===== src/rtl/swx_pkg.sv =====
package swx_pkg;
   localparam int NP      = 5;
   localparam int SELW    = 3;
   localparam int INSTR_W = NP * SELW;
   localparam int MAX_SEL = NP;

   typedef logic [SELW-1:0] sel_t;

   // selector codes: 0 idle, then P, N, S, E, W
   typedef enum logic [SELW-1:0] {
      SRC_NONE  = 3'd0,
      SRC_PROC  = 3'd1,
      SRC_NORTH = 3'd2,
      SRC_SOUTH = 3'd3,
      SRC_EAST  = 3'd4,
      SRC_WEST  = 3'd5
   } src_code_e;
endpackage


===== src/rtl/swx_imem.sv =====
module swx_imem #(
   parameter int DEPTH = 64,
   parameter int WIDTH = 15,
   localparam int AW = $clog2(DEPTH)
) (
   input  logic             clk,
   input  logic             we,
   input  logic [AW-1:0]    waddr,
   input  logic [WIDTH-1:0] wdata,
   input  logic [AW-1:0]    raddr,
   output logic [WIDTH-1:0] rdata
);
   logic [WIDTH-1:0] store [DEPTH];

   always_ff @(posedge clk) begin
      if (we) store[waddr] <= wdata;
   end

   assign rdata = store[raddr];
endmodule


===== src/rtl/swx_pc.sv =====
module swx_pc #(
   parameter int DEPTH = 64,
   localparam int AW = $clog2(DEPTH)
) (
   input  logic          clk,
   input  logic          rst_n,
   input  logic          advance,
   output logic [AW-1:0] pc
);
   localparam logic [AW-1:0] LAST = AW'(DEPTH - 1);

   generate
      if ((DEPTH & (DEPTH - 1)) == 0) begin : g_pow2
         always_ff @(posedge clk) begin
            if (!rst_n)       pc <= '0;
            else if (advance) pc <= pc + 1'b1;
         end
      end else begin : g_any
         always_ff @(posedge clk) begin
            if (!rst_n)       pc <= '0;
            else if (advance) pc <= (pc == LAST) ? '0 : pc + 1'b1;
         end
      end
   endgenerate
endmodule


===== src/rtl/swx_route_ctrl.sv =====
module swx_route_ctrl
   import swx_pkg::*;
(
   input  logic               en,
   input  logic [INSTR_W-1:0] instr,
   input  logic [NP-1:0]      in_valid,
   input  logic [NP-1:0]      out_ready,
   output logic               fire,
   output logic               illegal,
   output logic [NP-1:0]      src_used,
   output logic [NP-1:0]      dst_used
);
   logic bad;

   always_comb begin
      src_used = '0;
      dst_used = '0;
      bad      = 1'b0;
      for (int o = 0; o < NP; o++) begin
         sel_t s;
         s = instr[o*SELW +: SELW];
         if (s != SRC_NONE) begin
            if (s > SELW'(MAX_SEL)) begin
               bad = 1'b1;
            end else begin
               dst_used[o]            = 1'b1;
               src_used[s - 3'd1]     = 1'b1;
            end
         end
      end
   end

   assign illegal = en & bad;
   assign fire    = en & ~bad
                  & ((src_used & ~in_valid) == '0)
                  & ((dst_used & ~out_ready) == '0);
endmodule


===== src/rtl/swx_xbar.sv =====
module swx_xbar
   import swx_pkg::*;
#(
   parameter int DW = 32
) (
   input  logic [INSTR_W-1:0] instr,
   input  logic [NP*DW-1:0]   in_data,
   output logic [NP*DW-1:0]   out_data
);
   genvar o;
   generate
      for (o = 0; o < NP; o++) begin : g_out
         sel_t          s;
         logic [DW-1:0] pick;
         assign s = instr[o*SELW +: SELW];
         always_comb begin
            pick = '0;
            for (int i = 0; i < NP; i++) begin
               if (s == SELW'(i + 1)) pick = in_data[i*DW +: DW];
            end
         end
         assign out_data[o*DW +: DW] = pick;
      end
   endgenerate
endmodule


===== src/rtl/static_route_switch.sv =====
module static_route_switch
   import swx_pkg::*;
#(
   parameter int DW    = 32,
   parameter int DEPTH = 64,
   localparam int AW   = $clog2(DEPTH)
) (
   input  logic               clk,
   input  logic               rst_n,
   input  logic               ld_we,
   input  logic [AW-1:0]      ld_addr,
   input  logic [INSTR_W-1:0] ld_word,
   input  logic [NP*DW-1:0]   in_data,
   input  logic [NP-1:0]      in_valid,
   output logic [NP-1:0]      in_ready,
   output logic [NP*DW-1:0]   out_data,
   output logic [NP-1:0]      out_valid,
   input  logic [NP-1:0]      out_ready,
   output logic               err_o
);
   generate
      if (DW < 1) begin : g_bad_dw
         $error("DW must be at least 1");
      end
      if (DEPTH < 2) begin : g_bad_depth
         $error("DEPTH must be at least 2");
      end
   endgenerate

   logic [AW-1:0]      pc;
   logic [INSTR_W-1:0] instr;
   logic               fire;
   logic               illegal;
   logic [NP-1:0]      src_used;
   logic [NP-1:0]      dst_used;

   swx_imem #(.DEPTH(DEPTH), .WIDTH(INSTR_W)) u_imem (
      .clk   (clk),
      .we    (ld_we & ~rst_n),
      .waddr (ld_addr),
      .wdata (ld_word),
      .raddr (pc),
      .rdata (instr)
   );

   swx_pc #(.DEPTH(DEPTH)) u_pc (
      .clk     (clk),
      .rst_n   (rst_n),
      .advance (fire | illegal),
      .pc      (pc)
   );

   swx_route_ctrl u_ctrl (
      .en        (rst_n),
      .instr     (instr),
      .in_valid  (in_valid),
      .out_ready (out_ready),
      .fire      (fire),
      .illegal   (illegal),
      .src_used  (src_used),
      .dst_used  (dst_used)
   );

   swx_xbar #(.DW(DW)) u_xbar (
      .instr    (instr),
      .in_data  (in_data),
      .out_data (out_data)
   );

   assign in_ready  = fire ? src_used : '0;
   assign out_valid = fire ? dst_used : '0;
   assign err_o     = illegal;
endmodule


===== config.mk =====
export PLATFORM = sky130hd
export DESIGN_NAME = static_route_switch
export DESIGN_NICKNAME = d
export VERILOG_FILES = /design/src/rtl/swx_pkg.sv /design/src/rtl/swx_imem.sv /design/src/rtl/swx_pc.sv /design/src/rtl/swx_route_ctrl.sv /design/src/rtl/swx_xbar.sv /design/src/rtl/static_route_switch.sv
export SDC_FILE = /design/constraint.sdc
export NUM_CORES = 1
export LEC_CHECK = 0
export CORE_MARGIN = 4
export CORE_UTILIZATION = 45
export CTS_CLUSTER_SIZE = 25
export DETAILED_ROUTE_END_ITERATION = 8
export PLACE_DENSITY = 0.61
export SYNTH_ARGS = -nofsm -noshare
export SYNTH_HDL_FRONTEND = slang
export SYNTH_SLANG_ARGS = --single-unit
export TNS_END_PERCENT = 100

===== constraint.sdc =====
create_clock -name clk -period 7.3 [get_ports clk]
set_input_delay 1.46 -clock clk [delete_from_list [all_inputs] [get_ports clk]]
set_output_delay 1.46 -clock clk [all_outputs]
set_load 0.1 [all_outputs]

# After elaboration in Yosys (flattened, before gate mapping)
# Memories as Yosys holds them, arrays and structs flattened. A register that Yosys moved wholly into a read port is not among the register bits.
# Cells that the tools add are included.
# totals
memories,1
inputBits,194
ramBits,960
register_bits,6
# classes
bitwise,16
n_eq_ne,25
add_sub_neg,6
n_lt_le_gt_ge,15
mux,71
reduce_logical,12
# memory_table
memory,words,width,rd,rd_clocked_by_memory_dff,write_ports,line,source
u_imem.store,64,15,1,1,1,swx_imem.sv:13,logic [WIDTH-1:0] store [DEPTH];
# ops
operator,count
$mux W32,25
$mux W5,12
$eq A3 B2 Y1 const B,10
$eq A3 B3 Y1 const B,10
$mux W1,27
$lt A3 B4 Y1 const B,5
$or A5 B5 Y5,4
$demux W1 S3,5
$eq A3 B1 Y1 const B,5
$ge A3 B1 Y1 const B,5
$gt A3 B3 Y1 const B,5
$reduce_bool A3 Y1,5
$sub A3 B1 Y3 const B,5
$mux W6,2
$and A5 B5 Y5,2
$logic_not A5 Y1,2
$not A5 Y5,2
$add A6 B1 Y6 const B,1
$and A1 B1 Y1,5
$logic_and A1 B1 Y1,5
$not A1 Y1,2
$or A1 B1 Y1,1

# Longest topological paths before layout
# logic_depth
ltp_word,26
depth_mapped,21
depth_no_buf,15

# By module
# A second synthesis with hierarchy kept.
# hier_totals
hier_cells,2642
area_unflattened_um2,44512.7
# by_module_without_submodules
module,instances,cells_per_inst,area_per_inst_um2,seq_area_each_um2
swx_imem,1,1623,36889.1,28827.6
swx_xbar,1,853,6389.9,0.0
swx_route_ctrl,1,129,893.4,0.0
swx_pc,1,24,254.0,120.1
static_route_switch,1,13,86.3,0.0

# Worst setup path after synthesis
# OpenSTA, ideal clock, no wires.
# synth_timing
kind,reg2out
startpoint,reg with a tool-made name
endpoint,out out_valid[2]
arrival_time_ps,6160
n_path_buf,6
path_slack_ps,-320
stages_incl_launch_ff,21
cell_sequence,dfxtp_1 -> buf_6 -> buf_12 -> buf_12 -> buf_8 -> buf_6 -> mux4_2 -> mux2_2 -> nand2_1 -> o211ai_1 -> a41oi_2 -> ha_1 -> nor2_1 -> and3_1 -> a31o_1 -> a32oi_1 -> a41oi_2 -> nor4_4 -> nand2_4 -> buf_2 -> a211oi_1
# synth_lines
element,line,source
end: declaration,static_route_switch.sv:17,"output logic [NP-1:0] out_valid,"

==> reports/summary.txt <==
Status: finished clean
Final hold vios: 0
Flop2flop setup slack: 1610 ps
Crit start category: register
Vias in the first global route: 29214
Setup crit end kind: primary output
Crit path max fanout: 9
Core area: 96990 um^2
Yosys warning count: 0
Vias/cell: 6.508
Htree depth: 3
DR DRC count: 0
Cell variety after synth: 82
Area of the multi-input gates: 13960 um^2
Layout cells sized above 1: 24.23%
Starting Density: 45.50%
Fillers: 7486
Slew HR: 16.91%
DPL Wire Length: 101.6 mm
Synth Area per Inst: 15.51 um^2
Overall Global Routing Usage: 29.35%
GPL Wtd Cong: 0.9546
Crit path kind: register to primary output
Post-synth EDFFs: 960
Main synth FF type: edfxtp_1
Routed WL per cell: 33.22 um
Gr ovfl total: 0
Fin. max-slew vios: 0
Drt pass-1 iters: 7
Largest net degree at the start of global routing: 65
TritonCTS clock tree: built
Synth Instances: 2845
Clk buf depth: 3
PortBufs: 364
Initial antenna violation count: 14
Max_cap viols: 0
Synth Cell Area: 44140 um^2
Area leader, netlist: edfxtp_1
FF/Latch Area: 29080 um^2
Post-synth top area share: 65.32%
CTS clock-pin slew for the worst setup and hold paths: 60 ps
Hold Path End: u_pc.pc[5]
Final wirelength: 154.5 mm
Period utilization: 97.06%
Area grow syn2layout: 24.65%
First-pass GRT wire length: 219.2 mm
Iter 0 DRT Violations: 4745
Min-delay src: u_pc.pc[5]
Register area share after synthesis: 65.86%
Min Tclk post-route: 7086 ps
Slew @ Worst Pin: 1246 ps
Worst Hold Path Cells: 1
Routed vias: 30261
TritonCTS Buffers: 97
Hold WS: 481.0 ps
ANT nets after route: 0
Syn nets: 3065
Chip Height: 321.2 um
Die width: 321.2 um
#FFs+latches synth: 972
Worst Path Arrival: 5630 ps
Setup TNS: 0 ps
Count of final setup violators: 0
# nets final: 3508
Clock sink total: 972
Clock root buffer: clkbuf_16
IO Count: 365
R2r worst-path depth: 18
Post-synth ARST share: 0%
Peak Freq: 0.1411 GHz
Setup Skew: 20.80 ps
Die ar.: 103200 um^2
Ranking of synthesized cells by area: edfxtp_1, mux4_2, a22oi_1
Clock Latency Late Sink: 660 ps
CTS hold repair buffers: 0
HP Class: register to register
Critical path data required time: 5840 ps
# rows: 114
[through the flow]
| stage | util (%) | area, um^2 | cells | setup slack, ps |
|---|---|---|---|---|
| after floorplan | - | 44150 | 2845 | 315.2 |
| after global routing | 56.72 | 55010 | 4647 | -0.1998 |
| final | 56.72 | 55020 | 4650 | 214.3 |
| after CTS | 56.63 | 54930 | 4635 | 50.88 |
| after detailed placement | 53.37 | 51770 | 4458 | 352.2 |
| after global placement | 53.37 | 51770 | 4458 | 315.9 |
[cell type report]
type / instances / area share, %
Clock buffer: 113 / 4.521
Timing Repair Buffer: 561 / 12.99
Inverter: 27 / 0.1842
Clock inverter: 62 / 1.112
Antenna cell: 10 / 0.04548
Sequential cell: 972 / 52.86
Multi-Input combinational cell: 1629 / 25.38
Tap cell: 1276 / 2.902
[flip-flops by register name, summed over array words and instances (netlist names), named ones only]
| name | flops |
|---|---|
| u_pc.pc | 6 |
| u_imem.store | 960 |
[worst max-delay path: stages, from the launching register on]
cell	delay (ps)
dfxtp_4	450
buf_4	250
mux4_2	540
mux4_2	570
o22ai_1	330
or3_1	170
and2_1	250
ha_1	250
nor3_1	70
a31oi_1	310
buf_4	190
nor3_1	50
nor4_2	440
o22a_1	270
nand2_4	60
buf_4	190
nor2_1	330
buf_12	230
[metal layers]
metal  GRT usage (%)  wire length (um)  vias up
met4           10.10              6219        6
met5               0                37        -
met2           46.09             71280     2102
met1           41.03             60300    15318
li1                -                 -    12474
met3           6.355             16620      361
[synthesized netlist by cell type, types with 3 or more instances]
| master | instances |
|---|---|
| clkbuf_1 | 133 |
| a22oi_1 | 214 |
| a211oi_1 | 7 |
| o22a_1 | 3 |
| nand2_1 | 118 |
| nor3b_1 | 5 |
| mux4_2 | 215 |
| nor2b_1 | 23 |
| nor4_1 | 3 |
| mux2_2 | 22 |
| a221oi_1 | 164 |
| nand2b_1 | 14 |
| buf_6 | 25 |
| o21ai_1 | 5 |
| buf_2 | 20 |
| buf_4 | 16 |
| o32ai_1 | 3 |
| a21oi_1 | 122 |
| and2_1 | 17 |
| or3_1 | 7 |
| a31oi_1 | 6 |
| a2bb2oi_2 | 3 |
| nand3_1 | 20 |
| o22ai_1 | 9 |
| o21ai_0 | 69 |
| nand2_2 | 3 |
| inv_1 | 23 |
| mux2i_1 | 87 |
| nand4_1 | 7 |
| ha_1 | 26 |
| dfxtp_1 | 12 |
| a22o_1 | 10 |
| buf_1 | 19 |
| and3_1 | 13 |
| nor3_1 | 12 |
| or2_2 | 3 |
| a32oi_1 | 4 |
| o211ai_1 | 7 |
| edfxtp_1 | 960 |
| nor2_1 | 355 |
| a41oi_1 | 3 |
| nand3b_1 | 4 |
[worst max path at each step]
stage | from | to | slack [ps] | depth (start not counted)
3_5_place_dp | register | in_ready[2] | 350 | 17
6_report | register | in_ready[2] | 210 | 17
2_1_floorplan | register | out_data[45] | 320 | 19
5_1_grt | register | in_ready[4] | -0.2 | 17
4_1_cts | register | in_ready[4] | 50 | 18
3_3_place_gp | register | in_ready[2] | 320 | 17
[cell usage in the layout, fill, tap and decap left out, drive strengths merged, types with 8 or more instances in the layout]
| cell | Yosys | routed |
|---|---|---|
| a22o | 10 | 10 |
| a22oi | 214 | 214 |
| diode | 0 | 10 |
| nand3 | 20 | 20 |
| and3 | 13 | 13 |
| and2 | 17 | 17 |
| clkdlybuf4s50 | 0 | 178 |
| nand2 | 122 | 122 |
| mux2i | 87 | 87 |
| ha | 26 | 26 |
| mux2 | 23 | 23 |
| dfxtp | 12 | 12 |
| o22ai | 9 | 9 |
| a221oi | 164 | 164 |
| nand2b | 14 | 14 |
| bufinv | 0 | 9 |
| nor2 | 355 | 355 |
| o21ai | 74 | 74 |
| edfxtp | 960 | 960 |
| nor2b | 23 | 23 |
| clkinv | 2 | 47 |
| inv | 25 | 28 |
| a211oi | 8 | 8 |
| mux4 | 215 | 215 |
| a21oi | 122 | 122 |
| or3 | 8 | 8 |
| clkbuf | 134 | 113 |
| nor3 | 12 | 12 |
| buf | 83 | 383 |
[timing repair]
item / in CTS / in global routing
endpoints found under the hold margin: 0 / 0
endpoints found under the setup margin: 10 / 9
gates resized for setup: 2 / 5
setup buffers: 2 / 5
[kinds of logic after synthesis]
group	Yosys count	share of synthesized area, %
buf+inv	244	2.795
flops	972	65.86
compound gates	660	10.91
mux	325	13.54
simple gates	618	6.163
fa+ha+maj	26	0.7371
Power is left out: the tool's default activity adds up to more than one toggle a clock period on the data nets, which glitch-free logic cannot reach.
